**config.mk**
```make
export PLATFORM = sky130hd
export DESIGN_NAME = acq_ctrl_reg
export DESIGN_NICKNAME = d
export VERILOG_FILES = /design/src/rtl/acq_ctrl_pkg.sv /design/src/rtl/acq_trig_sync.sv /design/src/rtl/acq_status_flag.sv /design/src/rtl/acq_chan_decode.sv /design/src/rtl/acq_ctrl_reg.sv
export SDC_FILE = /design/constraint.sdc
export NUM_CORES = 1
export LEC_CHECK = 0
export BUFFER_PORTS_ARGS = -buffer_cell sky130_fd_sc_hd__buf_2
export CORE_MARGIN = 2
export CORE_UTILIZATION = 35
export DETAILED_ROUTE_END_ITERATION = 8
export PLACE_DENSITY = 0.82
export REMOVE_ABC_BUFFERS = 1
export SYNTH_ARGS = -nofsm -noshare
export SYNTH_HDL_FRONTEND = slang
export SYNTH_SLANG_ARGS = --single-unit
```
**constraint.sdc**
```tcl
create_clock -name clk -period 2.15 [get_ports clk]
set_input_delay 0.43 -clock clk [delete_from_list [all_inputs] [get_ports clk]]
set_output_delay 0.43 -clock clk [all_outputs]
set_load 0.05 [all_outputs]
```
**src/rtl/acq_ctrl_pkg.sv**
```systemverilog
// Package: shared field layout and mode encoding of the acquisition control word.
// Assumes the bit positions of the word are fixed by software and the front end.
package acq_ctrl_pkg;

    localparam int WORD_W = 16;
    localparam int CODE_W = 5;

    typedef enum logic [1:0] {
        MODE_DIFF  = 2'b00,
        MODE_SE_LO = 2'b01,
        MODE_SE_HI = 2'b10,
        MODE_AZERO = 2'b11
    } acq_mode_e;

    // Stored bits 14:0 of the control word, most significant first.
    typedef struct packed {
        logic [4:0]        spare_hi;
        acq_mode_e         mode;
        logic [1:0]        gain;
        logic              spare_lo;
        logic [CODE_W-1:0] code;
    } ctrl_fields_t;

endpackage

```
**src/rtl/acq_trig_sync.sv**
```systemverilog
// Module: synchronizes an asynchronous trigger level and emits a one-cycle
// pulse on its rising edge. Assumes STAGES >= 2.
module acq_trig_sync #(
    parameter int STAGES = 2
) (
    input  logic clk,
    input  logic rst_n,
    input  logic async_in,
    output logic rise
);

    logic [STAGES-1:0] sync_q;
    logic              prev_q;

    // Shift the asynchronous level through the synchronizer chain.
    always_ff @(posedge clk) begin
        if (!rst_n) begin
            sync_q <= '0;
        end else begin
            sync_q <= {sync_q[STAGES-2:0], async_in};
        end
    end

    // Remember the previous synchronized level for edge detection.
    always_ff @(posedge clk) begin
        if (!rst_n) begin
            prev_q <= 1'b0;
        end else begin
            prev_q <= sync_q[STAGES-1];
        end
    end

    assign rise = sync_q[STAGES-1] & ~prev_q;

endmodule

```
**src/rtl/acq_status_flag.sv**
```systemverilog
// Module: sticky conversion-triggered flag and registered convert-start pulse.
// Assumes trig and clear are synchronous single-cycle events; trig wins.
module acq_status_flag (
    input  logic clk,
    input  logic rst_n,
    input  logic trig,
    input  logic clear,
    output logic flag,
    output logic start_pulse
);

    // Set on any trigger, clear on a result read without a trigger.
    always_ff @(posedge clk) begin
        if (!rst_n) begin
            flag <= 1'b0;
        end else if (trig) begin
            flag <= 1'b1;
        end else if (clear) begin
            flag <= 1'b0;
        end
    end

    // Pass every trigger on as a one-cycle start pulse.
    always_ff @(posedge clk) begin
        if (!rst_n) begin
            start_pulse <= 1'b0;
        end else begin
            start_pulse <= trig;
        end
    end

endmodule

```
**src/rtl/acq_chan_decode.sv**
```systemverilog
// Module: decodes mode and channel code into row, calibration and auto-zero
// selects. Purely combinational. Assumes CHAN_PER_BANK + NUM_CAL <= 32.
module acq_chan_decode
    import acq_ctrl_pkg::*;
#(
    parameter  int CHAN_PER_BANK = 20,
    parameter  int NUM_CAL       = 4,
    localparam int NUM_CH        = 2 * CHAN_PER_BANK,
    localparam int IDX_W         = $clog2(NUM_CH),
    localparam int CAL_W         = (NUM_CAL > 1) ? $clog2(NUM_CAL) : 1
) (
    input  acq_mode_e          mode,
    input  logic [CODE_W-1:0]  code,
    output logic [NUM_CH-1:0]  mux_onehot,
    output logic [IDX_W-1:0]   mux_idx,
    output logic               mux_en,
    output logic               diff_en,
    output logic [NUM_CAL-1:0] cal_onehot,
    output logic               autozero_en,
    output logic               sel_invalid
);

    logic             in_bank;
    logic             in_cal;
    logic             cal_hit;
    logic [CAL_W-1:0] cal_ofs;

    // Classify the channel code against the bank and calibration ranges.
    always_comb begin
        in_bank = int'(code) < CHAN_PER_BANK;
        in_cal  = (int'(code) >= CHAN_PER_BANK) &&
                  (int'(code) <  CHAN_PER_BANK + NUM_CAL);
        cal_ofs = CAL_W'(int'(code) - CHAN_PER_BANK);
    end

    // Resolve the selection for the active mode; auto-zero overrides the code.
    always_comb begin
        mux_en      = 1'b0;
        diff_en     = 1'b0;
        mux_idx     = '0;
        cal_hit     = 1'b0;
        autozero_en = 1'b0;
        sel_invalid = 1'b0;
        unique case (mode)
            MODE_DIFF: begin
                if (in_bank) begin
                    mux_en  = 1'b1;
                    diff_en = 1'b1;
                    mux_idx = IDX_W'(code);
                end else if (in_cal) begin
                    cal_hit = 1'b1;
                end else begin
                    sel_invalid = 1'b1;
                end
            end
            MODE_SE_LO: begin
                if (in_bank) begin
                    mux_en  = 1'b1;
                    mux_idx = IDX_W'(code);
                end else begin
                    sel_invalid = 1'b1;
                end
            end
            MODE_SE_HI: begin
                if (in_bank) begin
                    mux_en  = 1'b1;
                    mux_idx = IDX_W'(code) + IDX_W'(CHAN_PER_BANK);
                end else begin
                    sel_invalid = 1'b1;
                end
            end
            MODE_AZERO: begin
                autozero_en = 1'b1;
            end
            default: begin
                sel_invalid = 1'b1;
            end
        endcase
    end

    // One row line per input channel.
    for (genvar g = 0; g < NUM_CH; g++) begin : g_row
        assign mux_onehot[g] = mux_en && (mux_idx == IDX_W'(g));
    end

    // One select line per calibration source.
    for (genvar g = 0; g < NUM_CAL; g++) begin : g_cal
        assign cal_onehot[g] = cal_hit && (cal_ofs == CAL_W'(g));
    end

endmodule

```
**src/rtl/acq_ctrl_reg.sv**
```systemverilog
// Module: bus-mapped acquisition control/status register with convert command.
// Assumes single-cycle bus strobes; the control word is not reset and must be
// written by software before use; ext_trig may be asynchronous.
module acq_ctrl_reg
    import acq_ctrl_pkg::*;
#(
    parameter  int ADDR_W        = 5,
    parameter  int CTRL_OFS      = 'h00,
    parameter  int CONV_OFS      = 'h10,
    parameter  int CHAN_PER_BANK = 20,
    parameter  int NUM_CAL       = 4,
    parameter  int SYNC_STAGES   = 2,
    localparam int NUM_CH        = 2 * CHAN_PER_BANK,
    localparam int IDX_W         = $clog2(NUM_CH)
) (
    input  logic               clk,
    input  logic               rst_n,
    input  logic [ADDR_W-1:0]  bus_addr,
    input  logic               bus_wr,
    input  logic               bus_rd,
    input  logic [WORD_W-1:0]  bus_wdata,
    output logic [WORD_W-1:0]  bus_rdata,
    input  logic               result_rd,
    input  logic               ext_trig,
    output logic               conv_start,
    output logic [1:0]         gain_code,
    output logic [NUM_CH-1:0]  mux_onehot,
    output logic [IDX_W-1:0]   mux_idx,
    output logic               mux_en,
    output logic               diff_en,
    output logic [NUM_CAL-1:0] cal_onehot,
    output logic               autozero_en,
    output logic               sel_invalid
);

    logic               ctrl_hit;
    logic               conv_hit;
    logic               sw_conv;
    logic               ext_rise;
    logic               trig_evt;
    logic               flag_q;
    logic [WORD_W-2:0]  ctrl_q;
    ctrl_fields_t       fields;

    // Decode the two mapped offsets.
    always_comb begin
        ctrl_hit = bus_addr == ADDR_W'(CTRL_OFS);
        conv_hit = bus_addr == ADDR_W'(CONV_OFS);
        sw_conv  = bus_wr && conv_hit;
        trig_evt = sw_conv || ext_rise;
    end

    // Store bits 14:0 of a control write; bit 15 is status and is dropped.
    always_ff @(posedge clk) begin
        if (bus_wr && ctrl_hit) begin
            ctrl_q <= bus_wdata[WORD_W-2:0];
        end
    end

    assign fields = ctrl_fields_t'(ctrl_q);

    // Return the status flag and stored bits; nothing else answers a read.
    always_comb begin
        bus_rdata = '0;
        if (bus_rd && ctrl_hit) begin
            bus_rdata = {flag_q, ctrl_q};
        end
    end

    assign gain_code = fields.gain;

    acq_trig_sync #(
        .STAGES (SYNC_STAGES)
    ) u_sync (
        .clk      (clk),
        .rst_n    (rst_n),
        .async_in (ext_trig),
        .rise     (ext_rise)
    );

    acq_status_flag u_flag (
        .clk         (clk),
        .rst_n       (rst_n),
        .trig        (trig_evt),
        .clear       (result_rd),
        .flag        (flag_q),
        .start_pulse (conv_start)
    );

    acq_chan_decode #(
        .CHAN_PER_BANK (CHAN_PER_BANK),
        .NUM_CAL       (NUM_CAL)
    ) u_dec (
        .mode        (fields.mode),
        .code        (fields.code),
        .mux_onehot  (mux_onehot),
        .mux_idx     (mux_idx),
        .mux_en      (mux_en),
        .diff_en     (diff_en),
        .cal_onehot  (cal_onehot),
        .autozero_en (autozero_en),
        .sel_invalid (sel_invalid)
    );

endmodule

```
==> impl_metrics.json <==
{
  "first_global_vias": 1589,
  "clock_sinks": 20,
  "globalRouteOverflowTotal": 0,
  "port_buffers": 98,
  "ys_warn_count": 0,
  "placed_cell_area_um2": 2240,
  "cts_root_buf": "clkbuf_8",
  "total_power_mw": 0.851,
  "syn-cell-area_um2": 1500,
  "arrival_ns": 2.24,
  "core_area_um2": 4060,
  "syn_inst": 160,
  "num_vias": 1862,
  "synth_flop_cell": "edfxtp_1",
  "finalMaxSlewViolations": 0,
  "violations": "setup timing",
  "skew_ns": 0.0000757,
  "setup_tns_ns": -17.87,
  "nNetsFinal": 313,
  "ir_drop_uv": 376,
  "synthTopCellsByArea": "edfxtp_1 (30%), nor4_1 (13%), nor4_2 (8.3%)",
  "drc": 0,
  "rsz0062_at_grt": "yes",
  "die_area_um2": 4830,
  "setup_viol": 50,
  "mostFrequentLayoutCells": "buf_6 (43), buf_2 (43), buf_4 (39), nor4_4 (27), and2_1 (19)",
  "syn_avg_cell_area_um2": 9.38,
  "dieHeight_um": 69.5,
  "r2r_slack_ns": 1.53,
  "yosysTopAreaCell": "edfxtp_1",
  "cts_tree": "done",
  "fmaxAchievable_mhz": 374,
  "yosysTopAreaCellShare_pct": 30.0,
  "cp-startpoint": "ctrl_q[8]",
  "viasPerCell": 5.64,
  "synth_cell_type_count": 37,
  "critical_path_required_ns": 1.72,
  "routabilityCongestion": 0.822,
  "reg2reg_from": "u_sync.sync_q[1]",
  "status": "finished, violations left",
  "cp-end-kind": "output pin",
  "cts_buffers": 3,
  "htreeDepth": 1,
  "ys_ff_latch": 20,
  "area.growth.synth_to_final_pct": 111,
  "synthArstFlopShare_pct": 0,
  "hp-class": "primary input to register",
  "antenna_cells": 0,
  "rr_worst_depth": 2,
  "dp.cells": 318,
  "place_hpwl_mm": 3.10,
  "clkTransAtPathRegs_ns": 0.07,
  "r2r_end": "u_flag.flag",
  "grt_max_degree": 22,
  "ys_seq_area_share_pct": 36.7,
  "clk_path_buf_depth": 2,
  "grt_use_total_pct": 19.0,
  "drt_iter0_drc": 175,
  "p_per_area_nw_per_um2": 269,
  "drive_gt1_share_pct": 72.9,
  "fin_area_um2": 3160,
  "clkLatencyLatePin_ns": 0.25,
  "maxSlewHeadroom_pct": 74.4,
  "synth_edf_count": 15,
  "finalCriticalPeriod_ns": 2.67,
  "die_x_um": 69.5,
  "period_share_pct": 124,
  "wl_per_cell_um": 18.9,
  "finalHoldViolations": 0,
  "n_fill_cell": 230,
  "fin_hold_ws_ns": 0.345,
  "dpl_worst_slack_ns": -0.316,
  "routed_wl_mm": 6.24,
  "core.rowCount": 23,
  "pin_count": 100,
  "crit_fanout": 10,
  "worst_slack_ns": -0.525,
  "drtAntennaViolNets": 0,
  "worst-setup-path-type": "register to output pin",
  "antenna_found_initial": 0,
  "grt_pass1_wl_mm": 7.42,
  "final_cells": 330,
  "fin_util_pct": 77.9,
  "dr.pass1.iters": 5,
  "max_slew.worst_pin.slew_ns": 0.384,
  "drv_cap": 0,
  "initial_utilization_pct": 37.0,
  "crit_path_start_kind": "register",
  "endpoint": "mux_onehot[22]",
  "p_leak_nw": 1.28
}
==> how the worst min path moves through the flow <==
stage / startpoint / endpoint / slack (ns) / cells after the start
2_1_floorplan: u_sync.sync_q[0] / u_sync.sync_q[1] / 0.41 / 1
3_3_place_gp: u_sync.sync_q[0] / u_sync.sync_q[1] / 0.41 / 1
3_5_place_dp: u_sync.sync_q[0] / u_sync.sync_q[1] / 0.42 / 1
4_1_cts: bus_wdata[4] / ctrl_q[4] / 0.34 / 1
5_1_grt: bus_wdata[13] / ctrl_q[13] / 0.34 / 1
6_report: bus_wdata[2] / ctrl_q[2] / 0.35 / 1
==> metal layers <==
| layer | GRT usage (%) | wire (um) | up-vias |
|---|---|---|---|
| met5 | 0 | 0 | - |
| met3 | 4.36 | 511 | 22 |
| met1 | 20.3 | 2280 | 873 |
| met4 | 7.41 | 265 | 0 |
| li1 | - | - | 855 |
| met2 | 35.6 | 3180 | 112 |
==> Yosys cell counts (all sizes together), types with 2 or more instances <==
master / number
nand4: 3
inv: 8
edfxtp: 15
nor4: 41
dfxtp: 5
nor2b: 2
and3: 3
clkbuf: 4
nor2: 2
nand2: 8
nand4b: 2
nor3: 5
and2: 19
buf: 15
ha: 5
a22o: 2
o2111ai: 2
a21oi: 2
o21ai: 4
==> area by class of cell <==
type                    instances  area [um2]  area share [%]
clock buffers                   4        55.1            1.74
inverters                       9        38.8            1.23
multi-input cells             113        1310            41.6
flip-flops and latches         20         551            17.4
well taps                      50        62.6            1.98
repair buffers                134        1140            36.1
==> where the power goes <==
part,switching [mW],leakage (nW),internal [mW],total [mW]
clock,0.116,0.0288,0.163,0.279
combinational,0.0907,1.08,0.0571,0.148
sequential,0.00354,0.176,0.421,0.425
total,0.210,1.28,0.641,0.851
==> registers in the layout (all words and copies together) (netlist names) <==
register            flops
u_flag.start_pulse      1
u_sync.sync_q           2
ctrl_q                 15
u_sync.prev_q           1
u_flag.flag             1
==> cell families (layout without fill, tap and decap cells) <==
group	after synthesis	count (layout)	synth area share, %
AOI/OAI and AO/OA	16	17	8.67
and+or+nand+nor	90	90	40.4
xor gates and xnor gates	1	1	0.584
adders and majority gates	5	5	4.17
buffers and inverters	28	147	9.51
DFF	20	20	36.7
==> critical path: stages (launching register included) <==
cell      delay (ns)
edfxtp_1        0.43
inv_2           0.09
ha_2            0.22
or3_4           0.15
buf_4           0.13
nand4_1         0.14
buf_6           0.21
nor4_2          0.34
buf_4           0.27
==> timing repair <==
| action | in CTS | in global routing |
|---|---|---|
| setup endpoints to repair | 51 | 66 |
| pin swaps | 5 | 8 |
| endpoints found under the hold margin | 0 | 0 |
| cloned | 0 | 3 |
| hold buffers | 0 | 0 |
| gates resized for setup | 97 | 84 |
| buffers inserted | 3 | 2 |
Note: power is estimated with default switching activity, not from simulation.
